File: src/rtl/pan_pkg.sv
package pan_pkg;
  localparam int PEL_W   = 3;
  localparam int BYTE_W  = 2;
  localparam int SHIFT_W = PEL_W + BYTE_W;

  typedef enum logic [1:0] {
    MODE_BYTE  = 2'd0,
    MODE_WORD  = 2'd1,
    MODE_DWORD = 2'd2,
    MODE_RSVD  = 2'd3
  } shift_mode_e;

  typedef struct packed {
    logic [PEL_W-1:0]  pel;
    logic [BYTE_W-1:0] byt;
    shift_mode_e       mode;
  } pan_cfg_t;
endpackage

File: src/rtl/pan_shadow.sv
module pan_shadow
  import pan_pkg::*;
(
  input  logic     clk,
  input  logic     rst_n,
  input  logic     wr_en,
  input  pan_cfg_t wr_cfg,
  input  logic     line_start,
  output pan_cfg_t active_cfg
);
  pan_cfg_t staged_q, staged_d;
  pan_cfg_t active_q, active_d;

  always_comb begin
    staged_d = staged_q;
    active_d = active_q;
    if (wr_en)      staged_d = wr_cfg;
    if (line_start) active_d = staged_q;
  end

  always_ff @(posedge clk or negedge rst_n) begin
    if (!rst_n) begin
      staged_q <= '0;
      active_q <= '0;
    end else begin
      staged_q <= staged_d;
      active_q <= active_d;
    end
  end

  assign active_cfg = active_q;

  AST_HOLD_MIDLINE: assert property (@(posedge clk) disable iff (!rst_n)
    !line_start |=> $stable(active_q));
  AST_LOAD_AT_LINE: assert property (@(posedge clk) disable iff (!rst_n)
    line_start |=> (active_q == $past(staged_q)));
endmodule

File: src/rtl/pan_compose.sv
module pan_compose
  import pan_pkg::*;
(
  input  pan_cfg_t             cfg,
  output logic [SHIFT_W-1:0]   shift
);
  always_comb begin
    unique case (cfg.mode)
      MODE_WORD:  shift = SHIFT_W'({cfg.byt[0], cfg.pel});
      MODE_DWORD: shift = SHIFT_W'({cfg.byt, cfg.pel});
      default:    shift = SHIFT_W'(cfg.pel);
    endcase
  end
endmodule

File: src/rtl/split_override.sv
module split_override (
  input  logic clk,
  input  logic rst_n,
  input  logic compat_en,
  input  logic lc_hit,
  input  logic vsync,
  output logic force_zero
);
  logic ovr_q, ovr_d;

  always_comb begin
    ovr_d = ovr_q;
    if (vsync)                  ovr_d = 1'b0;
    else if (lc_hit && compat_en) ovr_d = 1'b1;
  end

  always_ff @(posedge clk or negedge rst_n) begin
    if (!rst_n) ovr_q <= 1'b0;
    else        ovr_q <= ovr_d;
  end

  assign force_zero = ovr_q;

  AST_HIT_SETS: assert property (@(posedge clk) disable iff (!rst_n)
    (lc_hit && compat_en && !vsync) |=> ovr_q);
  AST_VSYNC_CLEARS: assert property (@(posedge clk) disable iff (!rst_n)
    vsync |=> !ovr_q);
  AST_COMPAT_OFF: assert property (@(posedge clk) disable iff (!rst_n)
    (!compat_en && !ovr_q) |=> !ovr_q);
endmodule

File: src/rtl/fine_pan_unit.sv
module fine_pan_unit
  import pan_pkg::*;
#(
  parameter int LC_W = 10
) (
  input  logic               clk,
  input  logic               rst_n,
  input  logic               pan_wr,
  input  logic [PEL_W-1:0]   pel_pan_in,
  input  logic [BYTE_W-1:0]  byte_pan_in,
  input  logic [1:0]         shift_mode_in,
  input  logic               line_start,
  input  logic               compat_en,
  input  logic               lc_hit,
  input  logic               vsync,
  input  logic               double_scan,
  input  logic [LC_W-1:0]    lc_value,
  output logic [SHIFT_W-1:0] pan_shift,
  output logic               cfg_err
);
  pan_cfg_t           wr_cfg;
  pan_cfg_t           active_cfg;
  logic [SHIFT_W-1:0] composed;
  logic               force_zero;

  always_comb begin
    wr_cfg.pel  = pel_pan_in;
    wr_cfg.byt  = byte_pan_in;
    wr_cfg.mode = shift_mode_e'(shift_mode_in);
  end

  pan_shadow u_shadow (
    .clk        (clk),
    .rst_n      (rst_n),
    .wr_en      (pan_wr),
    .wr_cfg     (wr_cfg),
    .line_start (line_start),
    .active_cfg (active_cfg)
  );

  pan_compose u_compose (
    .cfg   (active_cfg),
    .shift (composed)
  );

  split_override u_ovr (
    .clk        (clk),
    .rst_n      (rst_n),
    .compat_en  (compat_en),
    .lc_hit     (lc_hit),
    .vsync      (vsync),
    .force_zero (force_zero)
  );

  assign pan_shift = force_zero ? '0 : composed;
  assign cfg_err   = double_scan & lc_value[0];

  AST_ZERO_AFTER_HIT: assert property (@(posedge clk) disable iff (!rst_n)
    (lc_hit && compat_en && !vsync) |=> (pan_shift == '0));
  AST_NARROW_RANGE: assert property (@(posedge clk) disable iff (!rst_n)
    ((active_cfg.mode == MODE_BYTE) || (active_cfg.mode == MODE_RSVD)) |-> (pan_shift < 8));
  AST_WORD_RANGE: assert property (@(posedge clk) disable iff (!rst_n)
    (active_cfg.mode == MODE_WORD) |-> (pan_shift < 16));
  AST_ERR_NEEDS_DS: assert property (@(posedge clk) disable iff (!rst_n)
    cfg_err |-> double_scan);
endmodule

File: config.mk
export PLATFORM = sky130hd
export DESIGN_NAME = fine_pan_unit
export DESIGN_NICKNAME = d
export VERILOG_FILES = /design/src/rtl/pan_pkg.sv /design/src/rtl/pan_shadow.sv /design/src/rtl/pan_compose.sv /design/src/rtl/split_override.sv /design/src/rtl/fine_pan_unit.sv
export SDC_FILE = /design/constraint.sdc
export NUM_CORES = 1
export LEC_CHECK = 0
export ABC_AREA = 1
export BUFFER_PORTS_ARGS = -buffer_cell sky130_fd_sc_hd__buf_4
export CAP_MARGIN = 0
export CORE_UTILIZATION = 40
export DETAILED_ROUTE_END_ITERATION = 8
export PLACE_DENSITY_LB_ADDON = 0.1
export SLEW_MARGIN = 5
export SYNTH_ARGS = -nofsm -noshare
export SYNTH_HDL_FRONTEND = slang
export SYNTH_SLANG_ARGS = --single-unit
File: constraint.sdc
create_clock -name clk -period 1.2 [get_ports clk]
set_input_delay 0.12 -clock clk [delete_from_list [all_inputs] [get_ports clk]]
set_output_delay 0.12 -clock clk [all_outputs]
set_load 0.005 [all_outputs]
==> results of run 1 <==
-- layer usage --
| metal | track usage (%) | vias up | part of all wire [%] |
|---|---|---|---|
| met5 | 0 | - | 0 |
| met4 | 5.63 | 0 | 0 |
| met3 | 2.59 | 0 | 6.5 |
| met2 | 20.9 | 19 | 46 |
| met1 | 17.5 | 209 | 47 |
| li1 | - | 277 | - |
-- report_power, final --
group / internal [mW] / leakage (nW) / switching (mW) / total (mW)
Sequential: 0.555 / 0.183 / 0.0269 / 0.582
Combinational: 0.113 / 0.272 / 0.0906 / 0.204
Clock: 0.129 / 0.0150 / 0.143 / 0.271
-- sequential cells by signal, indices dropped and copies added, names as in the netlist --
register / count
u_shadow.staged_q: 7
u_ovr.force_zero: 1
u_shadow.active_cfg: 7
-- layout make-up --
type / count / area share (%)
Inverter: 15 / 6.35
Tap cell: 16 / 2.26
Sequential cell: 15 / 42.3
Timing Repair Buffer: 25 / 21.7
Multi-Input combinational cell: 41 / 24.4
Clock buffer: 4 / 2.96
-- path summary, 6_finish.rpt --
check | start | endpoint | slack (ns) | cells past startpoint
worst max-delay path | u_shadow.active_cfg[0]$_DFFE_PN0P_ | pan_shift[3] | -0.14 | 5
worst min-delay path | byte_pan_in[1] | u_shadow.staged_q[3]$_DFFE_PN0P_ | 0.05 | 3
worst max register to register | u_shadow.active_cfg[0]$_DFFE_PN0P_ | u_shadow.active_cfg[0]$_DFFE_PN0P_ | 0.46 | 3
worst min register to register | u_shadow.staged_q[4]$_DFFE_PN0P_ | u_shadow.active_cfg[4]$_DFFE_PN0P_ | 0.48 | 2
max in group asynchronous | rst_n | u_shadow.staged_q[0]$_DFFE_PN0P_ | 0.81 | 2
min in group asynchronous | rst_n | u_shadow.staged_q[1]$_DFFE_PN0P_ | 0.22 | 2
-- Yosys cell counts --
cell type / count / area, µm²
sky130_fd_sc_hd__dfrtp_1: 15 / 375
sky130_fd_sc_hd__o21ai_0: 12 / 60.1
sky130_fd_sc_hd__inv_1: 15 / 56.3
sky130_fd_sc_hd__buf_6: 2 / 22.5
sky130_fd_sc_hd__nor2_1: 8 / 30.0
sky130_fd_sc_hd__a21oi_1: 3 / 15.0
sky130_fd_sc_hd__nand3_1: 1 / 5.00
sky130_fd_sc_hd__ha_1: 2 / 25.0
sky130_fd_sc_hd__nand2_1: 15 / 56.3
-- cell usage in the layout (no fill, tap or decap), types with 2 or more instances in the layout --
cell / count
sky130_fd_sc_hd__buf_4: 23
sky130_fd_sc_hd__dfrtp_1: 15
sky130_fd_sc_hd__nand2_1: 14
sky130_fd_sc_hd__inv_1: 13
sky130_fd_sc_hd__o21ai_0: 12
sky130_fd_sc_hd__nor2_1: 7
sky130_fd_sc_hd__a21oi_1: 3
sky130_fd_sc_hd__clkbuf_4: 3
sky130_fd_sc_hd__inv_2: 2
sky130_fd_sc_hd__dlygate4sd3_1: 2
-- logic make-up (layout without fill, tap and decap cells) --
kind of cell,after synthesis,after routing,share of synthesized area [%]
buf+inv,17,44,12.2
fa+ha+maj,2,2,3.88
compound gates,15,15,11.6
simple gates,24,24,14.1
flops,15,15,58.1
-- what timing repair did --
| action | in CTS | in global routing |
|---|---|---|
| buffers inserted | 2 | 0 |
| hold endpoints to repair | 16 | 0 |
| pin swaps | 3 | 3 |
| gates resized for setup | 4 | 3 |
| setup endpoints to repair | 2 | 2 |
| hold buffers | 2 | 0 |
-- critical path: cells and delay by family, from the launching register on --
| family | cells | cell delay (ns) |
|---|---|---|
| flip-flops | 1 | 0.39 |
| buffers and inverters | 2 | 0.25 |
| adder cells (fa/ha/maj) | 1 | 0.17 |
| AND/OR/NAND/NOR | 2 | 0.13 |
-- metrics by stage --
| stage | setup slack [ns] | setup TNS [ns] | cell area [µm²] | total power [mW] |
|---|---|---|---|---|
| after global routing | -0.237 | -0.353 | 887 | 1.13 |
| after global placement | 0.115 | 0 | 801 | 0.753 |
| after CTS | -0.157 | -0.195 | 880 | 1.06 |
| after floorplan | 0.234 | 0 | 646 | 0.670 |
| final | -0.141 | -0.167 | 887 | 1.06 |
| after detailed placement | 0.104 | 0 | 801 | 0.761 |
==> flow_results.org, run 1 <==
** Setup path
- STA classifies the critical path endpoint as an output port.
- In this design, the stage delay of the slowest critical-path cell is 0.39 ns.
- Crit path top cell by count :: sky130_fd_sc_hd__buf_4
- Data on the critical path arrives at its endpoint at 1.22 ns.
- Required time of the critical path :: 1.08 ns
- Setup Crit Path Kind :: flip-flop to output port
- The worst setup path is launched from a flip-flop.
- In this run the worst path has a maximum fanout of 2.
- Cell type of the slowest stage on the worst timing path :: sky130_fd_sc_hd__dfrtp_1
- Cell Chain, Critical Path :: buf_4, ha_2, nor2_2, nor2_1, buf_4

** Clock tree
- The tree built by TritonCTS fans out to 15 sinks.
- Number of CTS-inserted buffers :: 3
- In this run the deepest clock path goes through 2 buffers.
- Clock latency of the later-clocked register in the worst-skew pair :: 0.27 ns
- In this run the number of H-tree levels came out at 1.
- CTS Root Buffer Type :: sky130_fd_sc_hd__clkbuf_4
- CTS clock-pin slew for the worst setup and hold paths :: 0.08 ns
- TritonCTS built the clock tree.

** STA
- Hold slack final :: 0.0475 ns
- After layout, the worst path uses 112% of the clock period.
- Number of hold-slack violations in the final timing report :: 0
- Setup repair after global routing could not meet its margin everywhere.
- Achievable frequency :: 746 MHz
- Measured slew at the worst slew-check pin :: 0.182 ns
- Crit path setup slack, layout :: -0.141 ns
- Subtracting the final worst setup slack from the clock period gives 1.34 ns.
- Setup violation total in the final timing report :: 2
- Headroom to the max-slew limit came out at 87.9%.
- For the final database, setup skew stands at 0.00140 ns.
- The number of max-slew violations in the final report was 0.

** Power
- Dividing total power by cell area gives a power density of 1190 mW/mm².
- VDD sags by at most 0.000753 V.
- Leakage Power :: 0.470 nW

** Layout
- Sequential Area :: 375 µm²
- Summing all multi-input logic gate instances after layout gives 216 µm².
- Count of antenna diodes in the layout :: 0
- The post-route netlist has 33.0% of its cells at a drive strength greater than 1.
- Excluding fillers, the count of instances in the completed layout stands at 116.
- Final net count :: 128
- End-of-flow core utilization :: 58.9%
- Compared with the post-synthesis result, the final layout area differs by 37.4%.
- After filler insertion, the fill cell instance count of the layout stands at 146.

** Synthesis
- Synthesized cell area :: 646 µm²
- Synthesized area per cell :: 8.84 µm²
- Counting flops and latches in the post-synthesis netlist gives 15.
- Distinct cells, synth :: 9
- Share of synthesized area occupied by flip-flops and latches :: 58.1%
- Synthesis produced 73 cells.
- Net count after synthesis :: 100
- During synthesis, Yosys emitted a total of 0 warnings.

** Drt
- Total DRC errors in the routed layout :: 0
- The routed layout has 505 vias.
- The first detailed-routing pass took 4 iterations.
- Per-cell routed wire length :: 8.55 µm
- Using the TritonRoute via totals, the vias-per-cell ratio works out to 4.35.
- The detail route stage leaves a number of antenna-violating nets equal to 0.
- The first routing iteration left 6 violations.
- Routed WL :: 992 µm

** Run status
- The flow ran to the end, but the final reports show violations.
- The final reports fail on setup timing.

** Place
- The congestion estimate from routability-driven global placement came to 0.680.
- Port Buffer Count :: 21
- Once detailed placement completed, the half-perimeter wirelength came to 763 µm.
- Instance count after placement with tap cells included :: 108

** Floorplan
- The floorplan has 14 rows.
- Area of the core :: 0.00151 mm²
- Full die area :: 0.00178 mm²
- Die Ht :: 42.2 µm
- Count of boundary I/O pins :: 31
- Initial Utilization :: 42.9%
- Measured along the x axis, the die boundary spans 42.2 µm.

** Global routing
- The initial antenna violation count came to 0.
- Across every metal layer, demand over resource in global routing totals 13.1%.
- Largest net degree at the start of global routing :: 16
- Vias in the first global route :: 468
- Residual overflow from global routing :: 0
- Global-route wire length before repair :: 1790 µm

** Min path
- Class of the worst hold path :: input pin to flip-flop

** Run
- Across the run, the number of max-cap violations was 0.
(Power assumes the default switching activity.)
==> run 2, diff against run 1 <==
--- a/config.mk
+++ b/config.mk
@@ -14,4 +14,5 @@
 export SLEW_MARGIN = 5
 export SYNTH_ARGS = -nofsm -noshare
 export SYNTH_HDL_FRONTEND = slang
+export SYNTH_HIERARCHICAL = 1
 export SYNTH_SLANG_ARGS = --single-unit
==> flow_results.org, run 2 <==
** STA
- Crit path setup slack, layout :: -0.278 ns (-0.137 ns)
- Number of pins exceeding their max-slew limit in the final report :: 0 (unchanged)
- The hold violation total from the final report is 0 (unchanged).
- Measured slew at the worst slew-check pin :: 0.183 ns (+0.000748 ns)
- Final period util :: 123% (+11 points)
- Setup violation total in the final timing report :: 2 (unchanged)
- Achievable frequency :: 677 MHz (-9.2%)
- Setup tns final :: -0.382 ns (-0.215 ns)
- The clock skew is 0.00803 ns (+0.00663 ns).
- Setup repair after global routing missed its margin :: true
- Slew HR :: 87.8% (about the same)
- The clock period minus final worst setup slack came to 1.48 ns (+0.137 ns).

** Synthesis
- Share of synthesized registers carrying an async set or reset :: 100% (unchanged)
- Synth Area in Adders :: 3.57% (-0.31 points)
- The post-synthesis share of cell area spent on and, or, nand and nor gates was 28.3% (+14 points).
- The compound-gate portion of the synthesized area was 1.25% (-10 points).
- Synthesized cell area :: 702 µm² (+8.7%)
- Parity-gate share of the synthesized area counting xor and xnor cells :: 0% (unchanged)
- The synthesized area divided by synthesized cell count was 7.89 µm² (-11%).
- Most numerous cell in the Yosys netlist :: sky130_fd_sc_hd__nand2_1
- The number of synthesized flops with an enable pin was 0 (unchanged).
- The area share of the largest cell type after synthesis came to 53.5% (-4.7 points).
- For this run, the leading register cell type out of synthesis is sky130_fd_sc_hd__dfrtp_1.
- Number of synthesized register bits :: 15 (unchanged)
- The count of mapped cells out of synthesis was 89 (+22%).
- Distinct cells, synth :: 9 (unchanged)
- The warning count from the yosys run was 6 (+6).
- sky130_fd_sc_hd__dfrtp_1 takes more of the synthesized area than any other cell.
- Share of synthesized area occupied by flip-flops and latches :: 53.5% (-4.7 points)
- The number of nets produced by synthesis came to 116 (+16%).
- Most area-consuming cells after synthesis :: sky130_fd_sc_hd__dfrtp_1 (53%), sky130_fd_sc_hd__nand2_1 (25%), sky130_fd_sc_hd__inv_1 (5.9%)
- The share of synthesized area spent on multiplexers was 0% (unchanged).
- Combinational family with the most area after synthesis :: simple AND/OR/NAND/NOR gates
- The commonest cells after synthesis are sky130_fd_sc_hd__nand2_1 (46), sky130_fd_sc_hd__dfrtp_1 (15), sky130_fd_sc_hd__inv_1 (11).

** Drt
- The per-cell routed wire length is 8.38 µm (-2.0%).
- The remaining antenna violation count came to 0 (unchanged).
- Via density :: 4.18 (-4.1%)
- The detailed-routing iteration count for the pre-antenna-repair pass is 6 (+2).
- Total DRC errors in the routed layout :: 4 (+4)
- The total wirelength of the detailed-routed design was 1090 µm (+9.8%).
- The first-iteration detailed-routing DRC count came to 11 (+5).
- Vias :: 543 (+7.5%)

** Power
- The share of power burned in the clock network is 26.8% (+1.1 points).
- Sequential cell fraction of total power :: 54.9% (about the same)
- The post-layout total power came to 1.06 mW (+0.19%).
- The power density over the cells came to 1170 mW/mm² (-1.7%).
- Cell-internal power :: 0.784 mW (-1.6%)
- Net switching component of the power :: 0.275 mW (+5.6%)
- The switching portion of total power is 26.0% (+1.3 points).
- Part of the total power dissipated in combinational logic :: 18.3% (-1.0 points)
- The static leakage power is 0.546 nW (+16%).
- VDD IR max :: 0.000804 V (+6.8%)

** Run
- The max capacitance violation total is 0 (unchanged).

** Setup path
- STA classifies the critical path startpoint as a flip-flop.
- The critical path in this run is classified as flip-flop to output port.
- Required time of the critical path :: 1.08 ns (about the same)
- Maximum fanout along the worst path :: 2 (unchanged)
- Kind of end point of the critical path :: output port
- The endpoint arrival time on the critical path is 1.36 ns (+0.14 ns).

** Floorplan
- The vertical extent of the die was 43.9 µm (+4.1%).
- Placement row count :: 14 (unchanged)
- The core footprint came to 0.00158 mm² (+4.7%).
- Count of boundary I/O pins :: 31 (unchanged)
- The width of the die is 43.9 µm (+4.1%).
- Full die area :: 0.00193 mm² (+8.3%)
- The initial standard-cell utilization of the core is 44.5% (+1.7 points).

** Run status
- The final reports fail on DRC, setup timing.
- The run finished, with violations left.

** Layout
- Leaving out fill and tap cells, the most frequent cell in the layout is sky130_fd_sc_hd__nand2_1.
- End-of-flow core utilization :: 57.4% (-1.5 points)
- Highest-count cells in the layout ignoring fill and taps :: sky130_fd_sc_hd__nand2_1 (46), sky130_fd_sc_hd__buf_4 (24), sky130_fd_sc_hd__dfrtp_1 (15)
- The share of post-route cells with drive strength above 1 is 27.2% (-5.8 points).
- Relative area change from synthesis to final layout :: 28.9%
- Final net count :: 142 (+11%)
- The number of diodes came to 0 (unchanged).

** Global routing
- The via count of the first global-routing pass came to 485 (+3.6%).
- The total global routing overflow is 0 (unchanged).
- The largest net degree at the start of global routing came to 16 (unchanged).
- The initial antenna violation count came to 0 (unchanged).
- Global-route wire length before repair :: 1930 µm (+7.7%)
- Gr usage total :: 13.3% (+0.14 points)

** Place
- The number of buffers inserted by port buffering came to 21 (unchanged).
- Placed wire-length estimate after detailed placement :: 837 µm (+9.7%)
- The weighted congestion at the end of routability-driven global placement came to 0.660 (-3.0%).

** Clock tree
- Clock latency of the later-clocked register in the worst-skew pair :: 0.28 ns (about the same)
- The number of buffers created by CTS is 3 (unchanged).
- Clk buf depth :: 2 (unchanged)
- TritonCTS built the clock tree.
- The count of clock tree sinks is 15 (unchanged).
- CTS Root Buffer Type :: sky130_fd_sc_hd__clkbuf_4
- CTS clock-pin slew for the worst setup and hold paths :: 0.09 ns (about the same)
- The maximum level of the CTS H-tree was 1 (unchanged).

** Min path
- Class of the worst hold path :: input pin to flip-flop
run 2: path summary, 6_finish.rpt:
path / startpoint / end / slack, ns / cells after the start
min in group asynchronous: rst_n / u_ovr/force_zero$_DFFE_PN0P_ / 0.22 / 2
max in group asynchronous: rst_n / u_shadow/staged_q[3]$_DFFE_PN0P_ / 0.81 / 2
setup / recovery: u_shadow/active_cfg[1]$_DFFE_PN0P_ / pan_shift[3] / -0.28 / 7
hold reg to reg: u_shadow/active_cfg[6]$_DFFE_PN0P_ / u_shadow/active_cfg[6]$_DFFE_PN0P_ / 0.48 / 2
hold / removal: pel_pan_in[0] / u_shadow/staged_q[4]$_DFFE_PN0P_ / 0.03 / 3
setup reg to reg: u_shadow/active_cfg[1]$_DFFE_PN0P_ / u_shadow/active_cfg[1]$_DFFE_PN0P_ / 0.36 / 4
run 2: final cells by class:
class / instances / area (µm²)
multi-input combinational: 56 / 233
sequential: 15 / 375
inverter: 13 / 48.8
clock inverter: 1 / 5.00
tap: 16 / 20.0
fill: 173 / 672
timing repair buffer: 26 / 200
clock buffer: 3 / 22.5
run 2: per-layer routing:
layer	share of wire (%)	vias up	global-route usage, %
li1	-	302	-
met1	47	221	16.8
met2	46	20	22.1
met3	7.3	0	2.92
met4	0	0	5.45
met5	0	-	0
run 2: kinds of logic after synthesis:
logic type      after synthesis
flops                        15
simple gates                 53
fa+ha+maj                     2
compound gates                1
buf+inv                      18
run 2: power by group through the flow:
| stage | combinational [mW] | clock [mW] | sequential [mW] |
|---|---|---|---|
| final | 0.194 | 0.284 | 0.582 |
| after global routing | 0.225 | 0.319 | 0.589 |
| after CTS | 0.198 | 0.295 | 0.583 |
| after detailed placement | 0.181 | 0 | 0.594 |
| after global placement | 0.175 | 0 | 0.591 |
| after floorplan | 0.111 | 0 | 0.587 |
run 2: critical path, stage by stage, from the launching register on:
cell and delay (ns):
sky130_fd_sc_hd__dfrtp_1 0.39, sky130_fd_sc_hd__ha_1 0.29, sky130_fd_sc_hd__inv_1 0.06, sky130_fd_sc_hd__nand2_1 0.04, sky130_fd_sc_hd__nor2_1 0.08, sky130_fd_sc_hd__inv_1 0.04
sky130_fd_sc_hd__nor2_1 0.08, sky130_fd_sc_hd__buf_4 0.11
run 2: metrics by stage:
step                      setup slack [ns]  hold WS, ns  cells  instance area [µm²]
after floorplan                      0.133       -0.176     89                  702
after global placement              0.0415      -0.0192    122                  842
after detailed placement            0.0221      -0.0164    122                  842
after CTS                           -0.288       0.0219    130                  905
after global routing                -0.408       0.0234    130                  905
final                               -0.278       0.0264    130                  905
run 2: what timing repair did:
action,in CTS,in global routing
pin swaps,1,0
endpoints found under the hold margin,16,0
buffers inserted,2,0
resized for setup,0,0
endpoints found under the setup margin,2,2
hold buffers,2,0
